==> config.mk <==
export PLATFORM = sky130hd
export DESIGN_NAME = cmd_ring_fetcher
export DESIGN_NICKNAME = d
export VERILOG_FILES = /design/src/rtl/cfr_pkg.sv /design/src/rtl/cfr_verb_decode.sv /design/src/rtl/cfr_regs.sv /design/src/rtl/cmd_ring_fetcher.sv
export SDC_FILE = /design/constraint.sdc
export NUM_CORES = 1
export LEC_CHECK = 0
export ABC_CLOCK_PERIOD_IN_PS = 4380
export BUFFER_PORTS_ARGS = -buffer_cell sky130_fd_sc_hd__buf_2
export CORE_AREA = 5 5 94 131
export CTS_CLUSTER_SIZE = 14
export DETAILED_ROUTE_END_ITERATION = 16
export DIE_AREA = 0 0 99 136
export PLACE_DENSITY = 0.76
export SKIP_CTS_REPAIR_TIMING = 1
export SYNTH_ARGS = -nofsm -noshare
export SYNTH_HDL_FRONTEND = slang
export SYNTH_SLANG_ARGS = --single-unit
==> constraint.sdc <==
create_clock -name clk -period 4.38 [get_ports clk]
set_input_delay 1.314 -clock clk [delete_from_list [all_inputs] [get_ports clk]]
set_output_delay 1.314 -clock clk [all_outputs]
set_load 0.05 [all_outputs]
==> src/rtl/cfr_pkg.sv <==
package cfr_pkg;
    typedef enum logic [1:0] {
        S_IDLE  = 2'd0,
        S_CHECK = 2'd1,
        S_WAIT  = 2'd2,
        S_ISSUE = 2'd3
    } cfr_state_e;

    typedef enum logic [1:0] {
        SEL_BASE = 2'd0,
        SEL_WPTR = 2'd1,
        SEL_CTRL = 2'd2,
        SEL_IMM  = 2'd3
    } cfr_sel_e;

    localparam int WORD_W = 32;
    localparam int CAD_W  = 4;
    localparam int NID_W  = 7;
    localparam int PL_W   = 20;
    localparam int NCODEC = 1 << CAD_W;
endpackage

==> src/rtl/cfr_verb_decode.sv <==
module cfr_verb_decode
    import cfr_pkg::*;
(
    input  logic [WORD_W-1:0] word,
    output logic [CAD_W-1:0]  cad,
    output logic              indirect,
    output logic [NID_W-1:0]  nid,
    output logic [PL_W-1:0]   payload
);
    always_comb begin
        cad      = word[WORD_W-1 -: CAD_W];
        indirect = word[PL_W+NID_W];
        nid      = word[PL_W +: NID_W];
        payload  = word[PL_W-1:0];
    end
endmodule

==> src/rtl/cfr_regs.sv <==
module cfr_regs
    import cfr_pkg::*;
#(
    parameter int AW    = 32,
    parameter int PTR_W = 8
) (
    input  logic              clk,
    input  logic              rst,
    input  logic              we,
    input  logic [1:0]        sel,
    input  logic [WORD_W-1:0] wdata,
    input  logic              imm_take,
    input  logic              kick_clr,
    output logic [AW-1:0]     base_o,
    output logic [PTR_W-1:0]  wptr_o,
    output logic              run_o,
    output logic [WORD_W-1:0] imm_word_o,
    output logic              busy_o,
    output logic              kick_o
);
    always_ff @(posedge clk) begin
        if (rst) begin
            base_o     <= '0;
            wptr_o     <= '0;
            run_o      <= 1'b0;
            imm_word_o <= '0;
            busy_o     <= 1'b0;
            kick_o     <= 1'b0;
        end else begin
            if (imm_take) busy_o <= 1'b0;
            if (kick_clr) kick_o <= 1'b0;
            if (we) begin
                unique case (cfr_sel_e'(sel))
                    SEL_BASE: base_o <= AW'(wdata) & ~AW'(3);
                    SEL_WPTR: begin
                        wptr_o <= wdata[PTR_W-1:0];
                        kick_o <= 1'b1;
                    end
                    SEL_CTRL: begin
                        run_o  <= wdata[0];
                        kick_o <= 1'b1;
                    end
                    SEL_IMM: begin
                        imm_word_o <= wdata;
                        busy_o     <= 1'b1;
                        kick_o     <= 1'b1;
                    end
                    default: ;
                endcase
            end
        end
    end
endmodule

==> src/rtl/cmd_ring_fetcher.sv <==
module cmd_ring_fetcher
    import cfr_pkg::*;
#(
    parameter int AW    = 32,
    parameter int PTR_W = 8
) (
    input  logic              clk,
    input  logic              rst,
    input  logic              reg_we,
    input  logic [1:0]        reg_sel,
    input  logic [WORD_W-1:0] reg_wdata,
    output logic              mem_req,
    output logic [AW-1:0]     mem_addr,
    input  logic              mem_ack,
    input  logic [WORD_W-1:0] mem_rdata,
    input  logic              resp_limit_hit,
    input  logic [NCODEC-1:0] codec_present,
    output logic              cmd_valid,
    output logic [CAD_W-1:0]  cmd_cad,
    output logic [NID_W-1:0]  cmd_nid,
    output logic [PL_W-1:0]   cmd_payload,
    output logic [PTR_W-1:0]  rd_ptr,
    output logic              imm_busy
);
    localparam int ENTRY_SHIFT = 2;

    cfr_state_e        state_q;
    logic [WORD_W-1:0] verb_q;
    logic [PTR_W-1:0]  rd_ptr_q;
    logic [AW-1:0]     base_w;
    logic [PTR_W-1:0]  wptr_w;
    logic              run_w;
    logic [WORD_W-1:0] imm_word_w;
    logic              kick_w;
    logic              imm_take;
    logic              kick_clr;
    logic              stop_w;
    logic              ind_w;

    cfr_regs #(.AW(AW), .PTR_W(PTR_W)) u_regs (
        .clk        (clk),
        .rst        (rst),
        .we         (reg_we),
        .sel        (reg_sel),
        .wdata      (reg_wdata),
        .imm_take   (imm_take),
        .kick_clr   (kick_clr),
        .base_o     (base_w),
        .wptr_o     (wptr_w),
        .run_o      (run_w),
        .imm_word_o (imm_word_w),
        .busy_o     (imm_busy),
        .kick_o     (kick_w)
    );

    cfr_verb_decode u_dec (
        .word     (verb_q),
        .cad      (cmd_cad),
        .indirect (ind_w),
        .nid      (cmd_nid),
        .payload  (cmd_payload)
    );

    assign stop_w = !run_w || (rd_ptr_q == wptr_w) || resp_limit_hit;

    always_ff @(posedge clk) begin
        if (rst) begin
            state_q  <= S_IDLE;
            verb_q   <= '0;
            rd_ptr_q <= '0;
        end else begin
            unique case (state_q)
                S_IDLE:  if (kick_w) state_q <= S_CHECK;
                S_CHECK: begin
                    if (imm_busy) begin
                        verb_q  <= imm_word_w;
                        state_q <= S_ISSUE;
                    end else if (stop_w) begin
                        state_q <= S_IDLE;
                    end else begin
                        rd_ptr_q <= rd_ptr_q + 1'b1;
                        state_q  <= S_WAIT;
                    end
                end
                S_WAIT: begin
                    if (mem_ack) begin
                        verb_q  <= mem_rdata;
                        state_q <= S_ISSUE;
                    end
                end
                S_ISSUE: state_q <= S_CHECK;
                default: state_q <= S_IDLE;
            endcase
        end
    end

    always_comb begin
        imm_take  = (state_q == S_CHECK) && imm_busy;
        kick_clr  = (state_q == S_CHECK) && !imm_busy && stop_w;
        mem_req   = (state_q == S_WAIT);
        mem_addr  = base_w + AW'({rd_ptr_q, {ENTRY_SHIFT{1'b0}}});
        cmd_valid = (state_q == S_ISSUE) && !ind_w && codec_present[cmd_cad];
        rd_ptr    = rd_ptr_q;
    end
endmodule

# Word-level counts from Yosys, hierarchy flattened
# Index checks and enable logic that the tools add are counted.
# word_totals
regBits,115
input_bits,87
word_cells,61
# classes
n_addsub,2
magnitude_cmp,1
eq_ne,10
muxes,16
bitwise,2
n_reduce_logical,21
# ops
cell,n
$mux W32,2
$pmux W32 S2,1
$add A32 B10 Y32,1
$reduce_and A2 Y1,5
$add A8 B1 Y8 const B,1
$eq A2 B2 Y1 const B,4
$eq A8 B8 Y1,1
$mux W2,4
$pmux W2 S4,1
$mux W1,7
$ne A2 B1 Y1 const B,3
$reduce_and A3 Y1,2
$logic_and A1 B1 Y1,5
$lt A4 B5 Y1 const B,1
$bmux W1 S4,1
$eq A2 B1 Y1 const B,2
$logic_not A2 Y1,2
$logic_not A1 Y1,3
$reduce_or A3 Y1,1
$logic_or A1 B1 Y1,2
$not A1 Y1,2
$reduce_bool A2 Y1,1

# Depth between registers and ports, before layout
# logic_depth
depth_word,7
mapped_depth,9
depth_no_buf,8

# Hierarchy
# A second synthesis with hierarchy kept.
# hier_totals
cells_unflattened,647
area_unflattened_um2,6269.8
# by_module_without_submodules
module,instances,cells_per_inst,area_per_inst_um2,seq_area_each_um2
cfr_regs,1,281,3037.9,1461.4
cmd_ring_fetcher,1,334,2991.6,840.8
cfr_verb_decode,1,32,240.2,0.0

# Worst setup path before layout
# No wires, ideal clock.
# synth_path
path_kind,register -> output
from,"reg rd_ptr_q[0], in the netlist rd_ptr[0]"
to,out mem_addr[24]
t_arrival_ps,3193
required_time_ps,3066
setup_slack_ps,-127
path_stages_with_launch,10
n_path_buf,1
path_cell_list,dfxtp_1 > ha_1 > inv_1 > fa_1 > nor2b_1 > o31a_1 > o22ai_1 > clkbuf_1 > nor4b_1 > xor2_1
# synth_via
elab_chain_len,1
# synth_lines
element,line_no,text
"start, declared",cmd_ring_fetcher.sv:29,logic [PTR_W-1:0] rd_ptr_q;
"start signal, assigned",cmd_ring_fetcher.sv:81,rd_ptr_q <= rd_ptr_q + 1'b1;
$add A32 B10 Y32,cmd_ring_fetcher.sv:101,"mem_addr = base_w + AW'({rd_ptr_q, {ENTRY_SHIFT{1'b0}}});"
"end, declared",cmd_ring_fetcher.sv:13,"output logic [AW-1:0] mem_addr,"
# Every way passes these cells.

# Worst setup path in the final report
# Ends and elaborated chain as after synthesis.

==> impl_metrics.env <==
export IMPL_p_leak_nw=3.01
export IMPL_status="completed"
export IMPL_gr_total_overflow=0
export IMPL_cts_tree="done"
export IMPL_layout_drive_gt1_share_pct=27.7
export IMPL_critical_path_max_stage_delay_ns=0.48
export IMPL_grt_max_degree=84
export IMPL_p_sw_uw=893
export IMPL_cp_cell_sequence="ha_1 -> inv_1 -> fa_1 -> nor2b_1 -> o31a_1 -> o22ai_2 -> nor4b_1 -> xor2_2 -> buf_2"
export IMPL_hold_class="flop to flop"
export IMPL_synth_area_per_cell_um2=8.41
export IMPL_hpwl_um=11200
export IMPL_cts_buffers_inserted=17
export IMPL_cp_slowest_cell="nor4b_1"
export IMPL_dr_pass1_iters=5
export IMPL_ios=161
export IMPL_fin_area_um2=7070
export IMPL_grt_pass1_vias=4921
export IMPL_syn_to_final_growth_pct=27.6
export IMPL_period_minus_slack_ns=4.18
export IMPL_die_y_um=136
export IMPL_fmax_ghz=0.239
export IMPL_hp_start="u_regs.imm_word_o[20]$_SDFFE_PP0P_"
export IMPL_ys_seq_elements=115
export IMPL_hold_viol_final=0
export IMPL_tightestPinTransition_ns=1.17
export IMPL_synth_seq_area_share_pct=41.5
export IMPL_insertion_delay_ns=0.41
export IMPL_setup_viol=0
export IMPL_design_core_area_um2=11100
export IMPL_yosysUniqueCellTypes=49
export IMPL_endpoint_kind="output pin"
export IMPL_layout_common_cells="155 x buf_2, 139 x nand2_1, 114 x dfxtp_1, 77 x a21oi_1, 63 x nor2_1"
export IMPL_hold_path_depth=2
export IMPL_grt_pass1_wl_um=24000
export IMPL_initial_utilization_pct=49.9
export IMPL_grt_usage_pct=21.9
export IMPL_clkSinkCount=115
export IMPL_row_count=46
export IMPL_preCtsSetupSlack_ns=0.337
export IMPL_start_kind="flop"
export IMPL_synth_edf_count=0
export IMPL_drv_cap=0
export IMPL_viasPerCell=5.35
export IMPL_numPortBuffers=158
export IMPL_rr_worst_depth=8
export IMPL_die_area_um2=13500
export IMPL_path_max_fanout=8
export IMPL_post_drt_wl_per_cell_um=15.6
export IMPL_postRouteAntennaNets=0
export IMPL_max_slew_margin_rel_pct=21.6
export IMPL_comb_power_share_pct=17.0
export IMPL_drcViolationCount=0
export IMPL_antenna_found_initial=0
export IMPL_arrival_ns=2.86
export IMPL_seqPwrFrac_pct=38.0
export IMPL_pwr_share_clk_pct=45.1
export IMPL_clk_pin_slew_ns=0.06
export IMPL_ys_flop_type="dfxtp_1"
export IMPL_async_flop_share_pct=0
export IMPL_gp_congestion=0.859
export IMPL_r2r_end="verb_q[18]$_SDFFE_PP0P_"
export IMPL_die_x_um=99
export IMPL_drt_initial_drc_count=277
export IMPL_cts_htree_levels=4
export IMPL_power_density_nw_per_um2=434
export IMPL_setup_tns_ns=0
export IMPL_cts_buffer_depth=2
export IMPL_clock_skew_ns=0.00742
export IMPL_finalWorstSetupSlack_ns=0.201
export IMPL_p_int_mw=2.18
export IMPL_syn_instance_count=659
export IMPL_p_sw_share_pct=29.1
export IMPL_timing_final_crit_share_pct=95.4
export IMPL_finalWirelength_um=15000
export IMPL_syn_area_um2=5540
export IMPL_required_ns=3.07
export IMPL_critical_path_class="flop to output pin"
export IMPL_peakVddDrop_mv=0.271
export IMPL_num_nets_final=901
export IMPL_layout_commonest_cell="buf_2"
export IMPL_yosys_warnings=0
export IMPL_min_to="u_regs.imm_word_o[20]$_SDFFE_PP0P_"
export IMPL_regToRegSetupSlack_ns=1.92
export IMPL_cts_root_buf="clkbuf_16"
export IMPL_placed_area_um2=6440
export IMPL_finalMaxSlewViolations=0
export IMPL_r2r_start="state_q[0]$_SDFFE_PP0P_"
export IMPL_dr_total_vias=5119
export IMPL_rsz0062_at_grt="no"
## Yosys cell counts (all sizes together) (2+ instances only)
cell type,n,area (um^2)
nand2,139,522
dfxtp,115,2300
a21oi,77,385
nor2,63,236
mux2i,43,430
a211oi,37,293
clkbuf,36,135
xor2,28,245
ha,13,163
inv,11,41.3
buf,8,45.0
nor2b,8,50.1
xnor2,8,70.1
nand3,7,35.0
nand4,7,50.1
nor3b,6,45.0
mux4,5,113
a21boi,4,30.0
nor3,4,25.0
o21ai,4,20.0
mux2,3,33.8
or4,3,26.3
a2111oi,2,17.5
a21o,2,15.0
and3,2,12.5
and4,2,17.5
nand2b,2,12.5
nand3b,2,15.0
nor4,2,12.5
nor4b,2,23.8
o21a,2,15.0
o22ai,2,12.5
## logic make-up after synthesis
| family | Yosys count | share of synthesized area, % |
|---|---|---|
| and+or+nand+nor | 253 | 20.1 |
| AOI/OAI and AO/OA | 134 | 14.9 |
| DFF | 115 | 41.5 |
| buffers and inverters | 55 | 4.00 |
| muxes | 51 | 10.4 |
| xor gates and xnor gates | 36 | 5.69 |
| adders and majority gates | 14 | 3.30 |
| other | 1 | 0.0677 |
## worst max path at each step
stage	startpoint	to	slack (ns)
finish	rd_ptr[0]$_SDFFE_PP0P_	mem_addr[24]	0.20
detailed placement	codec_present[15]	cmd_valid	0.34
global placement	codec_present[7]	cmd_valid	0.35
global route	rd_ptr[0]$_SDFFE_PP0P_	mem_addr[24]	0.03
floorplan	rd_ptr[0]$_SDFFE_PP0P_	mem_addr[24]	0.03
CTS	rd_ptr[0]$_SDFFE_PP0P_	mem_addr[22]	-0.05
## per-layer routing
metal  up-vias  wire [um]  global-route usage [%]
met5         -          0                       0
met4         0        426                    9.49
met3        36        952                    4.93
met2       173       7350                    36.5
met1      2361       6240                    27.0
li1       2549          -                       -
## final cells by class
class / count / area (um^2)
Fill cell: 930 / 4040
Multi-Input combinational cell: 490 / 3090
Sequential cell: 115 / 2300
Timing Repair Buffer: 165 / 851
Clock buffer: 18 / 439
Tap cell: 144 / 180
Clock inverter: 13 / 161
Inverter: 11 / 41.3
Antenna cell: 1 / 2.50
## stage by stage
stage	total power, mW	utilization [%]	hold slack, ns	std cells
after global routing	3.19	63.7	0.465	956
after CTS	3.09	63.4	0.454	956
after detailed placement	1.71	58.0	0.447	925
after floorplan	1.56	-	0.436	660
after global placement	1.69	58.0	0.445	925
final	3.07	63.7	0.453	957
## power by group through the flow
stage | combinational [mW] | clock (mW) | sequential [mW]
after floorplan | 0.232 | 0 | 1.33
after global placement | 0.505 | 0 | 1.18
after detailed placement | 0.518 | 0 | 1.19
after CTS | 0.523 | 1.40 | 1.17
after global routing | 0.561 | 1.45 | 1.17
final | 0.520 | 1.38 | 1.17
## worst max-delay path, delay by kind of cell, from the launching register on
| family | cells | cell delay, ns |
|---|---|---|
| buffers and inverters | 2 | 0.32 |
| DFF | 1 | 0.40 |
| AOI/OAI and AO/OA | 2 | 0.35 |
| adders and majority gates | 2 | 0.58 |
| and+or+nand+nor | 2 | 0.64 |
| xor gates and xnor gates | 1 | 0.16 |
## state kept, by name, indices dropped and copies added, names as in the netlist
register	cells
rd_ptr	8
state_q	2
u_regs.base_o	30
u_regs.busy_o	1
u_regs.imm_word_o	32
u_regs.kick_o	1
u_regs.run_o	1
u_regs.wptr_o	8
verb_q	32
(Power assumes the default switching activity.)
